## src/rtl/z80_io_bridge_pkg.sv

```systemverilog
package z80_io_bridge_pkg;
  typedef enum logic [1:0] {
    CYC_NONE  = 2'd0,
    CYC_IO_RD = 2'd1,
    CYC_IO_WR = 2'd2,
    CYC_INTA  = 2'd3
  } cyc_kind_e;

  localparam logic [1:0] REG_STATUS = 2'd0;
  localparam logic [1:0] REG_PORT   = 2'd1;
  localparam logic [1:0] REG_WDATA  = 2'd2;
  localparam logic [1:0] REG_RDATA  = 2'd3;

  localparam int ST_PEND = 0;
  localparam int ST_RD   = 1;
  localparam int ST_WR   = 2;
  localparam int ST_INTA = 3;
  localparam int ST_W    = 4;
endpackage

```

## src/rtl/z80_strobe_sync.sv

```systemverilog
module z80_strobe_sync #(
  parameter int WIDTH  = 4,
  parameter int STAGES = 2
) (
  input  logic             clk_i,
  input  logic             rst_ni,
  input  logic [WIDTH-1:0] async_i,
  output logic [WIDTH-1:0] sync_o
);
  logic [WIDTH-1:0] stage_q [STAGES];

  for (genvar s = 0; s < STAGES; s++) begin : g_stage
    logic [WIDTH-1:0] src;
    if (s == 0) begin : g_first
      assign src = async_i;
    end else begin : g_next
      assign src = stage_q[s-1];
    end
    // strobes idle high
    always_ff @(posedge clk_i or negedge rst_ni) begin
      if (!rst_ni) stage_q[s] <= '1;
      else         stage_q[s] <= src;
    end
  end

  assign sync_o = stage_q[STAGES-1];
endmodule

```

## src/rtl/z80_cycle_decode.sv

```systemverilog
module z80_cycle_decode
  import z80_io_bridge_pkg::*;
(
  input  logic      iorq_ni,
  input  logic      rd_ni,
  input  logic      wr_ni,
  input  logic      m1_ni,
  output cyc_kind_e kind_o
);
  always_comb begin
    kind_o = CYC_NONE;
    if (!iorq_ni) begin
      if (!m1_ni)      kind_o = CYC_INTA;
      else if (!rd_ni) kind_o = CYC_IO_RD;
      else if (!wr_ni) kind_o = CYC_IO_WR;
    end
  end
endmodule

```

## src/rtl/z80_io_capture.sv

```systemverilog
module z80_io_capture
  import z80_io_bridge_pkg::*;
#(
  parameter int ADDR_W = 8,
  parameter int DATA_W = 8
) (
  input  logic              clk_i,
  input  logic              rst_ni,
  input  cyc_kind_e         kind_i,
  input  logic [ADDR_W-1:0] addr_i,
  input  logic [DATA_W-1:0] data_i,
  input  logic              done_i,
  output logic              pend_o,
  output cyc_kind_e         kind_o,
  output logic [ADDR_W-1:0] addr_o,
  output logic [DATA_W-1:0] data_o
);
  cyc_kind_e         prev_q, kind_q;
  logic              pend_q;
  logic [ADDR_W-1:0] addr_q;
  logic [DATA_W-1:0] data_q;
  logic              detect;

  // asserting edge only, one event per bus cycle
  assign detect = (kind_i != CYC_NONE) && (prev_q == CYC_NONE) && !pend_q;

  always_ff @(posedge clk_i or negedge rst_ni) begin
    if (!rst_ni) begin
      prev_q <= CYC_NONE;
      kind_q <= CYC_NONE;
      pend_q <= 1'b0;
      addr_q <= '0;
      data_q <= '0;
    end else begin
      prev_q <= kind_i;
      if (detect) begin
        pend_q <= 1'b1;
        kind_q <= kind_i;
        addr_q <= addr_i;
        if (kind_i == CYC_IO_WR) data_q <= data_i;
      end else if (done_i && pend_q) begin
        pend_q <= 1'b0;
        kind_q <= CYC_NONE;
      end
    end
  end

  assign pend_o = pend_q;
  assign kind_o = kind_q;
  assign addr_o = addr_q;
  assign data_o = data_q;
endmodule

```

## src/rtl/z80_svc_regs.sv

```systemverilog
module z80_svc_regs
  import z80_io_bridge_pkg::*;
#(
  parameter int ADDR_W = 8,
  parameter int DATA_W = 8
) (
  input  logic              clk_i,
  input  logic              rst_ni,
  input  logic              we_i,
  input  logic [1:0]        addr_i,
  input  logic [DATA_W-1:0] wdata_i,
  input  logic [ST_W-1:0]   status_i,
  input  logic [ADDR_W-1:0] port_i,
  input  logic [DATA_W-1:0] cap_data_i,
  output logic [DATA_W-1:0] rdata_o,
  output logic [DATA_W-1:0] rd_reg_o,
  output logic              done_o
);
  logic [DATA_W-1:0] rd_reg_q;

  always_ff @(posedge clk_i or negedge rst_ni) begin
    if (!rst_ni)                           rd_reg_q <= '0;
    else if (we_i && addr_i == REG_RDATA)  rd_reg_q <= wdata_i;
  end

  always_comb begin
    unique case (addr_i)
      REG_STATUS: rdata_o = DATA_W'(status_i);
      REG_PORT:   rdata_o = DATA_W'(port_i);
      REG_WDATA:  rdata_o = cap_data_i;
      default:    rdata_o = rd_reg_q;
    endcase
  end

  assign done_o   = we_i && (addr_i == REG_STATUS);
  assign rd_reg_o = rd_reg_q;
endmodule

```

## src/rtl/z80_io_bridge.sv

```systemverilog
module z80_io_bridge
  import z80_io_bridge_pkg::*;
#(
  parameter int ADDR_W      = 8,
  parameter int DATA_W      = 8,
  parameter int SYNC_STAGES = 2
) (
  input  logic              clk_i,
  input  logic              rst_ni,
  input  logic              iorq_ni,
  input  logic              rd_ni,
  input  logic              wr_ni,
  input  logic              m1_ni,
  input  logic [ADDR_W-1:0] addr_i,
  input  logic [DATA_W-1:0] data_i,
  output logic [DATA_W-1:0] data_o,
  output logic              data_oe_o,
  output logic              wait_no,
  input  logic              svc_we_i,
  input  logic [1:0]        svc_addr_i,
  input  logic [DATA_W-1:0] svc_wdata_i,
  output logic [DATA_W-1:0] svc_rdata_o
);
  localparam int NSTB = 4;

  logic [NSTB-1:0]   stb_sync;
  cyc_kind_e         kind_sync, kind_raw, kind_cap;
  logic              pend, done;
  logic [ADDR_W-1:0] port_q;
  logic [DATA_W-1:0] wdata_q;
  logic [ST_W-1:0]   status;

  z80_strobe_sync #(.WIDTH(NSTB), .STAGES(SYNC_STAGES)) u_sync (
    .clk_i  (clk_i),
    .rst_ni (rst_ni),
    .async_i({m1_ni, wr_ni, rd_ni, iorq_ni}),
    .sync_o (stb_sync)
  );

  z80_cycle_decode u_dec_sync (
    .iorq_ni(stb_sync[0]),
    .rd_ni  (stb_sync[1]),
    .wr_ni  (stb_sync[2]),
    .m1_ni  (stb_sync[3]),
    .kind_o (kind_sync)
  );

  // raw-pin decode gates the bus driver without sync latency
  z80_cycle_decode u_dec_raw (
    .iorq_ni(iorq_ni),
    .rd_ni  (rd_ni),
    .wr_ni  (wr_ni),
    .m1_ni  (m1_ni),
    .kind_o (kind_raw)
  );

  z80_io_capture #(.ADDR_W(ADDR_W), .DATA_W(DATA_W)) u_cap (
    .clk_i (clk_i),
    .rst_ni(rst_ni),
    .kind_i(kind_sync),
    .addr_i(addr_i),
    .data_i(data_i),
    .done_i(done),
    .pend_o(pend),
    .kind_o(kind_cap),
    .addr_o(port_q),
    .data_o(wdata_q)
  );

  always_comb begin
    status          = '0;
    status[ST_PEND] = pend;
    status[ST_RD]   = (kind_cap == CYC_IO_RD);
    status[ST_WR]   = (kind_cap == CYC_IO_WR);
    status[ST_INTA] = (kind_cap == CYC_INTA);
  end

  z80_svc_regs #(.ADDR_W(ADDR_W), .DATA_W(DATA_W)) u_svc (
    .clk_i     (clk_i),
    .rst_ni    (rst_ni),
    .we_i      (svc_we_i),
    .addr_i    (svc_addr_i),
    .wdata_i   (svc_wdata_i),
    .status_i  (status),
    .port_i    (port_q),
    .cap_data_i(wdata_q),
    .rdata_o   (svc_rdata_o),
    .rd_reg_o  (data_o),
    .done_o    (done)
  );

  assign data_oe_o = (kind_raw == CYC_IO_RD) || (kind_raw == CYC_INTA);
  assign wait_no   = !pend;
endmodule

```

## config.mk

```make
export PLATFORM = sky130hd
export DESIGN_NAME = z80_io_bridge
export DESIGN_NICKNAME = d
export VERILOG_FILES = /design/src/rtl/z80_io_bridge_pkg.sv /design/src/rtl/z80_strobe_sync.sv /design/src/rtl/z80_cycle_decode.sv /design/src/rtl/z80_io_capture.sv /design/src/rtl/z80_svc_regs.sv /design/src/rtl/z80_io_bridge.sv
export SDC_FILE = /design/constraint.sdc
export NUM_CORES = 1
export LEC_CHECK = 0
export ABC_AREA = 1
export ABC_CLOCK_PERIOD_IN_PS = 2350
export BUFFER_PORTS_ARGS = -buffer_cell sky130_fd_sc_hd__buf_4
export CAP_MARGIN = 0
export CORE_MARGIN = 2
export CORE_UTILIZATION = 45
export CTS_BUF_LIST = sky130_fd_sc_hd__clkbuf_16
export DETAILED_ROUTE_END_ITERATION = 16
export PLACE_DENSITY_LB_ADDON = 0.08
export SYNTH_ARGS = -nofsm -noshare
export SYNTH_HDL_FRONTEND = slang
export SYNTH_SLANG_ARGS = --single-unit
export TNS_END_PERCENT = 100
```

## constraint.sdc

```tcl
create_clock -name clk_i -period 2.35 [get_ports clk_i]
set_input_delay 0 -clock clk_i [delete_from_list [all_inputs] [get_ports clk_i]]
set_output_delay 0 -clock clk_i [all_outputs]
set_load 0.005 [all_outputs]
```

==> impl_results.md <==
- Run status: finished, final reports clean
- Mux contribution to synthesized area: 0%
- M1 GR Usage: 27.41%
- Die H: 63.78 microns
- Unrepaired setup endpoints after global routing: false
- Number of global-route vias before repair: 1493
- Starting Density: 47.43%
- Slew at the pin with the worst max-slew slack: 0.5189 ns
- Sequential area share after synthesis: 58.21%
- Syn_area_per_cell: 8.786 sq um
- Fmax: 0.6697 GHz
- Minimum clock period: 1.493 ns
- Worst setup SP type: flop
- Gate power share: 25.3%
- Max Slew Vio Count: 0
- Crit path required time: 2.52 ns
- Synth Area in Compound Gates: 2.490%
- Fin Setup TNS: 0 ns
- P per Cell Area: 877.0 mW/mm^2
- Seq cells post-synth: 37
- Synthesized cell area: 0.001608 sq mm
- Setup Crit Path Kind: flop to flop
- First drt pass iteration count: 4
- DRT antenna net count: 0
- Post_cts resized: 0
- CTS Root Cell: clkbuf_16
- Leak Pwr: 1.259 nW
- Total Routing Usage GR: 22.21%
- Synth Area in XOR/XNOR: 0%
- Final WL: 4.114 mm
- Global Route met2 Usage: 37.63%
- Initial antenna violation count: 0
- Clk_skew: 0.003786 ns
- Synthesized instance count: 183
- Hold Slack: 0.04370 ns
- Nets: 297
- Maximum clock path buffer count: 2
- FF/Latch Area: 935.9 sq um
- GR Util met3: 5.634%
- Largest family of logic cells by synthesized area: simple AND/OR/NAND/NOR gates
- Most frequent cells in the layout: nand2_1 (84), buf_4 (50), nand3_1 (33)
- Period utilisation layout: 63.54%
- Slew headroom: 65.41%
- Clock Latency Late Sink: 0.28 ns
- Post-synthesis adder-cell area fraction: 0%
- P&R area growth vs syn: 51.60%
- Crit. End Element: flop
- Avg WL per Cell: 13.23 microns
- Worst hold path type: input pin to flop
- Yosys cell types: 19
- Hold Buf Count CTS: 28
- Synth top area cells: dfrtp_1 (45%), nand2_1 (20%), dfstp_2 (13%)
- Final Hold Viols: 0
- Overflow after GRT: 0
- GP Congestion: 0.8301
- Diodes inserted: 0
- Most common cell after layout, fill and taps aside: nand2_1
- Layout cells sized above 1: 29.43%
- Fillers: 263
- Port Buffer Count: 50
- CP arrival: 1.66 ns
- Multi-input logic area: 613.1 sq um
- TritonCTS clock tree: yes
- Synth top area share: 45.14%
- Synthesized Nets: 216
- Max-Cap Viols: 0
- Via density: 4.916
- Setup Viol. Count Final: 0
- Largest net degree at the start of global routing: 38
- I/O pins: 51
- Crit path max fanout: 11
- Post-Synth Simple-Gate Area: 35.64%
- Sw Share: 30.14%
- DIE AREA: 0.004067 sq mm
- Buffer count from post-CTS setup fixing: 0
- Clock share of power: 29.2%
- GRT busiest layer: met2
- Sequential Power Share: 45.5%
- First-pass GRT wire length: 6.886 mm
- Initial DRC count: 81
- Int Power: 0.001493 W
- H-tree level count: 2
- # DRC: 0
- Clk slew on worst S/H paths: 0.06 ns
- TritonCTS Sinks: 37
- Row count: 21
- Die X: 63.78 microns
- Post-DP HPWL: 2.798 mm
- Ys Warns: 0
- Maximum vdd drop: 537.7 uV
- Sw power: 0.0006441 W
- Vias: 1529
- Area leader, netlist: dfrtp_1
- Core Box Area: 0.003390 sq mm
- CTS Buf Count: 5
area by class of cell:
class	count	area share [%]
Sequential cell	37	38.40
Timing Repair Buffer	79	27.31
Tap cell	46	2.361
Clock inverter	3	0.5647
Inverter	7	1.078
Clock buffer	5	5.133
Multi-Input combinational cell	134	25.15
cell usage after synthesis (all sizes together):
cell,number
a21oi,3
a31oi,1
buf,4
clkbuf,1
dfrtp,29
dfstp,8
inv,7
nand2,87
nand3,33
nand4,4
nor2,6
kinds of logic after synthesis:
group                  count (synthesis)
AND/OR/NAND/NOR                      130
AO/OA/AOI/OAI                          4
buffers and inverters                 12
flip-flops                            37
critical path: stages, from the launching register on:
cell and delay [ns]:
dfstp_2 0.57, nand2_1 0.08, a21oi_2 0.44, nand2_4 0.14
nand2_1 0.10, nand2_1 0.05
flip-flops by register name (all words and copies together) (netlist names):
register and cells:
u_sync.g_stage.src 4, u_sync.sync_o 4, u_cap.prev_q 2, u_svc.rd_reg_o 8, u_cap.kind_o 2, u_cap.data_o 8, u_cap.addr_o 8, u_cap.pend_o 1
metal layers:
layer / up-vias / wire length [microns]
met5: - / 0
met4: 0 / 70
met3: 7 / 178
met2: 42 / 2035
met1: 731 / 1829
li1: 749 / -
metrics by stage:
stage,cells,area (sq um),power (W),util [%],setup slack (ns)
5_1_grt,311,2437,0.002278,71.91,0.7535
2_1_floorplan,183,1608,0.001223,-,1.178
6_report,311,2437,0.002137,71.91,0.8567
3_3_place_gp,274,2008,0.001455,59.25,0.9508
4_1_cts,310,2427,0.002156,71.61,0.8491
3_5_place_dp,274,2008,0.001485,59.25,0.8572
path summary, 6_finish.rpt:
check                      cells past startpoint                            endpoint  slack, ns                                from
setup / recovery                               5         u_cap.data_o[2]$_DFFE_PN0P_       0.86          u_sync.sync_o[1]$_DFF_PN1_
hold / removal                                 3       u_svc.rd_reg_o[2]$_DFFE_PN0P_       0.04                            svc_we_i
setup reg to reg                               5         u_cap.data_o[2]$_DFFE_PN0P_       0.86          u_sync.sync_o[1]$_DFF_PN1_
hold reg to reg                                0          u_sync.sync_o[3]$_DFF_PN1_       0.35  u_sync.g_stage[1].src[3]$_DFF_PN1_
max in group asynchronous                      2  u_sync.g_stage[1].src[3]$_DFF_PN1_       1.77                              rst_ni
min in group asynchronous                      2         u_cap.addr_o[2]$_DFFE_PN0P_       0.21                              rst_ni
power by group through the flow:
stage / logic (W) / registers, W / clock network (W)
6_report: 0.000540 / 0.000973 / 0.000624
3_5_place_dp: 0.000505 / 0.000980 / 0
3_3_place_gp: 0.000481 / 0.000973 / 0
5_1_grt: 0.000614 / 0.00100 / 0.000664
4_1_cts: 0.000546 / 0.000971 / 0.000639
2_1_floorplan: 0.000281 / 0.000942 / 0
(Power assumes the default switching activity.)
